[src/rtl/mtc_pkg.sv]
package mtc_pkg;
  localparam int unsigned DEF_ADDR_W  = 32;
  localparam int unsigned DEF_LOW_W   = 16;
  localparam int unsigned DEF_SHIFT_W = 3;
  localparam int unsigned DEF_ENTRIES = 8;
endpackage

[src/rtl/mtc_rr_victim.sv]
module mtc_rr_victim #(
  parameter int unsigned N     = 8,
  parameter int unsigned IDX_W = $clog2(N)
) (
  input  logic             clk_i,
  input  logic             rst_ni,
  input  logic             advance_i,
  output logic [IDX_W-1:0] ptr_o
);
  logic [IDX_W-1:0] ptr_q;

  always_ff @(posedge clk_i or negedge rst_ni) begin
    if (!rst_ni)        ptr_q <= '0;
    else if (advance_i) ptr_q <= (ptr_q == IDX_W'(N-1)) ? '0 : ptr_q + 1'b1;
  end

  assign ptr_o = ptr_q;
endmodule

[src/rtl/mtc_offset_compose.sv]
module mtc_offset_compose #(
  parameter int unsigned ADDR_W  = 32,
  parameter int unsigned LOW_W   = 16,
  parameter int unsigned SHIFT_W = 3
) (
  input  logic [ADDR_W-1:0]  base_i,
  input  logic [LOW_W-1:0]   low_i,
  input  logic [SHIFT_W-1:0] shift_i,
  output logic [ADDR_W-1:0]  addr_o
);
  localparam int unsigned PAD_W = ADDR_W - LOW_W;

  logic [ADDR_W-1:0] off_ext;

  always_comb begin
    off_ext = {{PAD_W{1'b0}}, low_i} >> shift_i;
    addr_o  = base_i + off_ext;
  end
endmodule

[src/rtl/mtc_entry_array.sv]
module mtc_entry_array #(
  parameter int unsigned N      = 8,
  parameter int unsigned TAG_W  = 16,
  parameter int unsigned ADDR_W = 32,
  parameter int unsigned IDX_W  = $clog2(N)
) (
  input  logic              clk_i,
  input  logic              rst_ni,
  input  logic [TAG_W-1:0]  lk_tag_i,
  input  logic              fill_valid_i,
  input  logic [TAG_W-1:0]  fill_tag_i,
  input  logic [ADDR_W-1:0] fill_base_i,
  input  logic [IDX_W-1:0]  victim_i,
  input  logic              flush_all_i,
  input  logic              flush_tag_valid_i,
  input  logic [TAG_W-1:0]  flush_tag_i,
  output logic [N-1:0]      lk_match_o,
  output logic [ADDR_W-1:0] lk_base_o,
  output logic              fill_hit_o
);
  logic [N-1:0]             fill_match;
  logic [N-1:0]             we;
  logic [N-1:0][ADDR_W-1:0] masked_base;

  assign fill_hit_o = |fill_match;

  for (genvar i = 0; i < N; i++) begin : g_ent
    logic              vld_q;
    logic [TAG_W-1:0]  tag_q;
    logic [ADDR_W-1:0] base_q;
    logic              flush_hit;

    assign lk_match_o[i]  = vld_q && (tag_q == lk_tag_i);
    assign fill_match[i]  = vld_q && (tag_q == fill_tag_i);
    assign flush_hit      = flush_all_i || (flush_tag_valid_i && vld_q && (tag_q == flush_tag_i));
    assign we[i]          = fill_valid_i &&
                            (fill_hit_o ? fill_match[i] : (victim_i == IDX_W'(i)));
    assign masked_base[i] = lk_match_o[i] ? base_q : '0;

    // fill is applied after flush, so a same-cycle fill survives
    always_ff @(posedge clk_i or negedge rst_ni) begin
      if (!rst_ni) begin
        vld_q  <= 1'b0;
        tag_q  <= '0;
        base_q <= '0;
      end else if (we[i]) begin
        vld_q  <= 1'b1;
        tag_q  <= fill_tag_i;
        base_q <= fill_base_i;
      end else if (flush_hit) begin
        vld_q  <= 1'b0;
      end
    end
  end

  always_comb begin
    lk_base_o = '0;
    for (int i = 0; i < N; i++) lk_base_o = lk_base_o | masked_base[i];
  end
endmodule

[src/rtl/meta_xlate_cache.sv]
module meta_xlate_cache
  import mtc_pkg::*;
#(
  parameter int unsigned ADDR_W      = DEF_ADDR_W,
  parameter int unsigned LOW_W       = DEF_LOW_W,
  parameter int unsigned SHIFT_W     = DEF_SHIFT_W,
  parameter int unsigned NUM_ENTRIES = DEF_ENTRIES,
  localparam int unsigned TAG_W      = ADDR_W - LOW_W,
  localparam int unsigned IDX_W      = $clog2(NUM_ENTRIES)
) (
  input  logic               clk_i,
  input  logic               rst_ni,
  input  logic               lookup_valid_i,
  input  logic [ADDR_W-1:0]  lookup_addr_i,
  input  logic [SHIFT_W-1:0] gran_shift_i,
  input  logic               fill_valid_i,
  input  logic [TAG_W-1:0]   fill_tag_i,
  input  logic [ADDR_W-1:0]  fill_base_i,
  input  logic               flush_all_i,
  input  logic               flush_tag_valid_i,
  input  logic [TAG_W-1:0]   flush_tag_i,
  output logic               hit_o,
  output logic               miss_o,
  output logic [ADDR_W-1:0]  meta_addr_o
);
  logic [NUM_ENTRIES-1:0] lk_match;
  logic [ADDR_W-1:0]      lk_base;
  logic [ADDR_W-1:0]      composed;
  logic                   fill_hit;
  logic [IDX_W-1:0]       victim_ptr;
  logic                   lk_hit;
  logic                   hit_q, miss_q;
  logic [ADDR_W-1:0]      meta_q;

  mtc_entry_array #(
    .N(NUM_ENTRIES), .TAG_W(TAG_W), .ADDR_W(ADDR_W), .IDX_W(IDX_W)
  ) u_array (
    .clk_i             (clk_i),
    .rst_ni            (rst_ni),
    .lk_tag_i          (lookup_addr_i[ADDR_W-1:LOW_W]),
    .fill_valid_i      (fill_valid_i),
    .fill_tag_i        (fill_tag_i),
    .fill_base_i       (fill_base_i),
    .victim_i          (victim_ptr),
    .flush_all_i       (flush_all_i),
    .flush_tag_valid_i (flush_tag_valid_i),
    .flush_tag_i       (flush_tag_i),
    .lk_match_o        (lk_match),
    .lk_base_o         (lk_base),
    .fill_hit_o        (fill_hit)
  );

  mtc_rr_victim #(.N(NUM_ENTRIES), .IDX_W(IDX_W)) u_victim (
    .clk_i     (clk_i),
    .rst_ni    (rst_ni),
    .advance_i (fill_valid_i && !fill_hit),
    .ptr_o     (victim_ptr)
  );

  mtc_offset_compose #(.ADDR_W(ADDR_W), .LOW_W(LOW_W), .SHIFT_W(SHIFT_W)) u_compose (
    .base_i  (lk_base),
    .low_i   (lookup_addr_i[LOW_W-1:0]),
    .shift_i (gran_shift_i),
    .addr_o  (composed)
  );

  assign lk_hit = |lk_match;

  always_ff @(posedge clk_i or negedge rst_ni) begin
    if (!rst_ni) begin
      hit_q  <= 1'b0;
      miss_q <= 1'b0;
      meta_q <= '0;
    end else begin
      hit_q  <= lookup_valid_i && lk_hit;
      miss_q <= lookup_valid_i && !lk_hit;
      meta_q <= (lookup_valid_i && lk_hit) ? composed : '0;
    end
  end

  assign hit_o       = hit_q;
  assign miss_o      = miss_q;
  assign meta_addr_o = meta_q;
endmodule

[config.mk]
export PLATFORM = sky130hd
export DESIGN_NAME = meta_xlate_cache
export DESIGN_NICKNAME = d
export VERILOG_FILES = /design/src/rtl/mtc_pkg.sv /design/src/rtl/mtc_rr_victim.sv /design/src/rtl/mtc_offset_compose.sv /design/src/rtl/mtc_entry_array.sv /design/src/rtl/meta_xlate_cache.sv
export SDC_FILE = /design/constraint.sdc
export NUM_CORES = 1
export LEC_CHECK = 0
export ABC_AREA = 1
export BUFFER_PORTS_ARGS = -buffer_cell sky130_fd_sc_hd__clkbuf_2
export CAP_MARGIN = 20
export CELL_PAD_IN_SITES_DETAIL_PLACEMENT = 1
export CELL_PAD_IN_SITES_GLOBAL_PLACEMENT = 1
export CORE_MARGIN = 2
export CORE_UTILIZATION = 45
export CTS_CLUSTER_SIZE = 10
export DETAILED_ROUTE_END_ITERATION = 16
export GPL_ROUTABILITY_DRIVEN = 0
export PLACE_DENSITY = 0.82
export SETUP_SLACK_MARGIN = 0.05
export SYNTH_ARGS = -nofsm -noshare
export SYNTH_HDL_FRONTEND = slang
export SYNTH_SLANG_ARGS = --single-unit
[constraint.sdc]
create_clock -name clk_i -period 7 [get_ports clk_i]
set_clock_uncertainty 0.1 [all_clocks]
set_input_delay 1.05 -clock clk_i [delete_from_list [all_inputs] [get_ports clk_i]]
set_output_delay 1.05 -clock clk_i [all_outputs]
set_load 0.02 [all_outputs]
==> out/metrics.yaml, run 1 <==
worst-path-buf-inv: 8
crit_slowest_cell: "nor2_1"
avgRoutedWirePerCell_um: 27.58
final_net_count: 3781
drive_gt1_share_pct: 8.787
avgSynthCellArea_um2: 7.192
root_buffer: "clkbuf_16"
die_area_um2: 60510
cts_resized: 0
wl_um: 122500
synth_top_area_share_pct: 40.74
yosysTopAreaCell: "dfrtp_1"
final_util_pct: 49.72
reg2reg_from: "u_array.g_ent[4].tag_q[11]"
tightest_slew_ns: 1.094
irDropWorstVdd_mv: 0.2109
reg2reg_depth: 25
max_freq_mhz: 171.4
dr.pass1.iters: 6
die_h_um: 246.0
critPathMostFrequentCell: "inv_1"
tns_ns: 0
layout_min_cycle_time_ns: 5.836
grt_usage_pct: 40.18
vias: 28830
ant_nets: 0
synth_area_um2: 26350
clk_latency_ns: 0.65
syn_nets: 3792
synth_ff_type: "dfrtp_1"
start_util_pct: 45.59
die_x_um: 246.0
drcViolationCount: 0
coreArea_um2: 57810
slowest_delay_ns: 0.82
cts_max_level: 2
path_delay_family: "simple AND/OR/NAND/NOR gates"
status: "completed"
finalHoldViolCount: 0
synth_area_leaders: "dfrtp_1 (41%), nand2_1 (18%), nand3_1 (7.7%)"
holdWs_ns: 0.3705
final_cell_mix: "nand2_1 (1262), dfrtp_1 (429), nand3_1 (402), nor2_1 (233), inv_1 (209)"
synth_seq_area_share_pct: 40.74
clk_pin_slew_worst_paths_ns: 0.06
crit_required_ns: 7.41
clock_path_buffers: 3
critPathCaptureType: "flip-flop"
crit_path_end: "meta_addr_o[24]"
yosys_warnings: 0
synthArstFlopShare_pct: 100.0
slew_violations: 0
powerDensity_nw_per_um2: 380.7
power_leakage_nw: 14.72
drt_iter0_drc: 3769
timing.rr.end: "meta_addr_o[24]"
cts_tree: "yes"
worst-path-stages: 26
grt_overflow: 0
postSynthCellCount: 3664
layout_commonest_cell: "nand2_1"
cts_setup_buffers: 0
port_buffers: 138
hold_buffers: 0
io_pins: 139
startpoint: "lookup_addr_i[27]"
cap_violations: 0
netlist-cell-type-count: 54
grt_first_pass_wirelength_um: 182500
worstSetupPathType: "in2reg"
synth-seq-cells: 429
cts_buffers: 52
hpwl_um: 80680
critical_path.max_fanout: 14
grt_antenna_before_repair: 5
post-route-period-util_pct: 83.37
rsz0062_at_grt: "no"
grt_max_degree: 146
grt_pass1_vias: 28530
start_kind: "input port"
synth_edf_count: 0
finalSetupViolCount: 0
fp-row-count: 88
hold_class: "in2async"
numClockSinks: 429
vias_per_cell: 6.490
ff2ff_setup_slack_ns: 1.42
slew_headroom_pct: 26.82
critPathArrivalTime_ns: 6.25
syn2layout_area_growth_pct: 9.064
per-layer routing:
metal | vias up | track usage [%] | share of wire (%)
met5 | - | 0 | 0.030
li1 | 12130 | - | -
met3 | 531 | 12.34 | 13
met2 | 2021 | 58.08 | 42
met4 | 6 | 21.96 | 6.1
met1 | 14140 | 53.49 | 39
how the worst min path moves through the flow:
stage          depth (start not counted)                     endpoint                         from
2_1_floorplan                          2  u_array.g_ent[2].base_q[27]  u_array.g_ent[2].base_q[27]
6_report                               1   u_array.g_ent[4].tag_q[10]                       rst_ni
3_3_place_gp                           2  u_array.g_ent[2].base_q[28]  u_array.g_ent[2].base_q[28]
4_1_cts                                2  u_array.g_ent[2].base_q[22]  u_array.g_ent[2].base_q[22]
3_5_place_dp                           2  u_array.g_ent[2].base_q[22]  u_array.g_ent[2].base_q[22]
5_1_grt                                2  u_array.g_ent[2].base_q[23]  u_array.g_ent[2].base_q[23]
area by class of cell:
cell class,instances,area [um2]
Fill cell,7382,29070
Multi-Input combinational cell,2733,13400
Sequential cell,429,10740
Clock buffer,69,1385
Timing Repair Buffer,201,1236
Tap cell,765,957.2
Inverter,236,885.9
Clock inverter,8,132.6
Antenna cell,2,5.005
through the flow:
| step | instance area [um2] | worst slack, ns | instances | total power (W) |
|---|---|---|---|---|
| 2_1_floorplan | 26350 | 2.156 | 3664 | 0.006746 |
| 3_3_place_gp | 27220 | 0.9633 | 4364 | 0.008006 |
| 3_5_place_dp | 27220 | 0.7990 | 4364 | 0.008153 |
| 4_1_cts | 28740 | 1.427 | 4441 | 0.01073 |
| 5_1_grt | 28740 | 0.7986 | 4441 | 0.01147 |
| 6_report | 28740 | 1.164 | 4443 | 0.01094 |
logic make-up (layout without fill, tap and decap cells):
family / count (synthesis) / count (layout) / synth area share (%)
AND/OR/NAND/NOR: 2162 / 2162 / 35.31
buffers and inverters: 502 / 514 / 8.551
AO/OA/AOI/OAI: 440 / 440 / 10.65
flip-flops: 429 / 429 / 40.74
XOR/XNOR: 100 / 100 / 3.324
adder cells (fa/ha/maj): 23 / 23 / 1.121
multiplexers: 8 / 8 / 0.3039
other: 0 / 2 / 0
cells in the mapped netlist (all sizes together) (8+ instances only):
| cell | count |
|---|---|
| nand2 | 1278 |
| dfrtp | 429 |
| nand3 | 411 |
| nor2 | 240 |
| inv | 230 |
| buf | 176 |
| o21ai | 176 |
| nand4 | 131 |
| clkbuf | 90 |
| xor2 | 82 |
| o22ai | 75 |
| a22o | 50 |
| nor4 | 41 |
| a21oi | 39 |
| nor3 | 33 |
| a221oi | 25 |
| ha | 22 |
| o2111ai | 19 |
| xnor2 | 18 |
| o211ai | 14 |
| a211oi | 13 |
| or4 | 11 |
| a2111oi | 10 |
| mux2i | 8 |
state kept, by name, summed over array words and instances, names as in the netlist:
register / cells
u_array.g_ent.base_q: 256
u_array.g_ent.tag_q: 128
miss_o: 1
meta_addr_o: 32
u_array.g_ent.vld_q: 8
hit_o: 1
u_victim.ptr_o: 3
power by group:
part / internal [W] / total [W] / leakage [nW] / switching, W
clock network: 0.00141 / 0.00254 / 0.729 / 0.00112
logic: 0.00126 / 0.00361 / 8.56 / 0.00235
registers: 0.00352 / 0.00479 / 5.43 / 0.00127
(Power assumes the default switching activity.)
==> run 2: changes to the inputs <==
CORE_UTILIZATION = 41   (was 45)
PLACE_DENSITY = 0.79   (was 0.82)
clock period = 4.9 ns   (was 7 ns; I/O delays follow)
==> out/metrics.yaml, run 2 (synthesis results as in run 1) <==
vias: 29280
rsz0062_at_grt: "yes"
io_pins: 139
drt_iter0_drc: 3966
postPlaceCellArea_um2: 28100
clk_latency_ns: 0.68
finalSetupViolCount: 0
multi_input_area_um2: 13430
hold_class: "in2async"
numClockSinks: 429
final_net_count: 3878
critPathArrivalTime_ns: 5.04
fp-row-count: 92
clock_path_buffers: 3
worstSetupPathType: "reg2reg"
cts_max_level: 2
die_h_um: 257.5
layout_commonest_cell: "nand2_1"
critPathCaptureType: "flip-flop"
cts_resized: 0
slew_headroom_pct: 35.06
cts_tree: "yes"
fin_total_pwr_w: 0.01601
crit_required_ns: 5.35
finalInstanceArea_um2: 29750
root_buffer: "clkbuf_16"
die_x_um: 257.5
drcViolationCount: 0
tightest_slew_ns: 0.9742
max_freq_mhz: 218.2
critical_path.max_fanout: 6
grt_max_degree: 118
fillers: 8067
ant_nets: 0
power_leakage_nw: 15.27
start_kind: "flip-flop"
wl_um: 126400
final_cell_mix: "nand2_1 (1261), dfrtp_1 (428), nand3_1 (400), nor2_1 (233), inv_1 (204)"
port_buffers: 138
avgRoutedWirePerCell_um: 27.36
regMostFlops: "u_array.g_ent.base_q"
clk_pin_slew_worst_paths_ns: 0.06
cap_violations: 0
hpwl_um: 84740
irDropWorstVdd_mv: 0.3067
grt_first_pass_wirelength_um: 189300
seq_area_um2: 10740
vias_per_cell: 6.336
cts_buffers: 53
grt_antenna_before_repair: 3
hold_buffers: 0
coreArea_um2: 63310
grt_overflow: 0
syn2layout_area_growth_pct: 12.91
dr.pass1.iters: 6
powerDensity_nw_per_um2: 537.9
start_util_pct: 41.62
layout_min_cycle_time_ns: 4.582
finalHoldViolCount: 0
cts_setup_buffers: 0
status: "completed"
grt_usage_pct: 37.65
post-route-period-util_pct: 93.52
largest_reg_flops: 256
die_area_um2: 66320
slew_violations: 0
drive_gt1_share_pct: 11.66
grt_pass1_vias: 29790
-- run 2: cell count changes in the layout (fill, tap and decap cells not counted), sizes merged --
cell      previous run  this run
clkinvlp             1         2
clkbuf             206       205
bufinv               1         2
buf                 64       160
inv                231       233
clkinv              11         9
-- run 2: final cells by class --
| class | count | area share, % |
|---|---|---|
| diodes | 2 | 0.01682 |
| clock buffers | 68 | 4.950 |
| clock inverters | 10 | 0.5046 |
| inverters | 236 | 2.977 |
| multi-input cells | 2733 | 45.12 |
| flip-flops and latches | 429 | 36.08 |
| well taps | 846 | 3.558 |
| repair buffers | 297 | 6.787 |
-- run 2: stage by stage --
stage	std cells	hold slack [ns]	worst slack (ns)	setup TNS, ns	utilization, %
after global routing	4619	0.08843	0.04800	0	46.99
after CTS	4619	0.05535	0.1872	0	46.95
after floorplan	3664	0.3394	0.3710	0	-
after detailed placement	4541	0.3945	-0.2186	-1.481	44.39
final	4621	0.02644	0.3175	0	47.00
after global placement	4541	0.3894	-0.09755	-0.3740	44.39
-- run 2: where the power goes --
part / total, W / internal, W / switching (W)
clock network: 0.00385 / 0.00220 / 0.00165
logic: 0.00541 / 0.00193 / 0.00348
registers: 0.00675 / 0.00504 / 0.00171
total: 0.0160 / 0.00916 / 0.00684
-- run 2: worst max-delay path, cell delays in order (launching register included) --
cell and delay (ns):
dfrtp_1 0.50, inv_1 0.21, nand2_1 0.09, nand2_1 0.07, nor2_1 0.04, nand2_1 0.06
nor2_1 0.06, nand3_1 0.14, inv_1 0.17, buf_4 0.20, a22o_1 0.21, or4_1 0.50
fa_1 0.43, nand2_1 0.07, inv_1 0.05, o21ai_0 0.16, nand2_1 0.09, a21oi_1 0.22
inv_1 0.08, a21oi_2 0.18, inv_1 0.07, a31oi_2 0.19, inv_1 0.13, nand3_1 0.18
o21ai_0 0.10, nor2_1 0.14
-- run 2: worst paths after layout --
path | start | to | slack, ns | cells past startpoint
max reg2reg | u_array.g_ent[1].tag_q[15] | meta_addr_o[26] | 0.32 | 25
min in group clk_i | flush_all_i | u_array.g_ent[5].vld_q | 0.20 | 2
max | u_array.g_ent[1].tag_q[15] | meta_addr_o[26] | 0.32 | 25
min | rst_ni | u_array.g_ent[7].tag_q[13] | 0.03 | 1
min reg2reg | u_array.g_ent[5].base_q[23] | u_array.g_ent[5].base_q[23] | 0.41 | 2
max in group asynchronous | rst_ni | u_array.g_ent[1].base_q[17] | 3.41 | 2
-- run 2: metal layers --
| layer | share of wire, % | vias to the layer above | global-route usage (%) |
|---|---|---|---|
| met5 | 0.010 | - | 0 |
| met4 | 6.5 | 2 | 20.87 |
| met3 | 12 | 562 | 11.06 |
| met2 | 42 | 1976 | 55.96 |
| met1 | 39 | 14410 | 49.13 |
| li1 | - | 12330 | - |
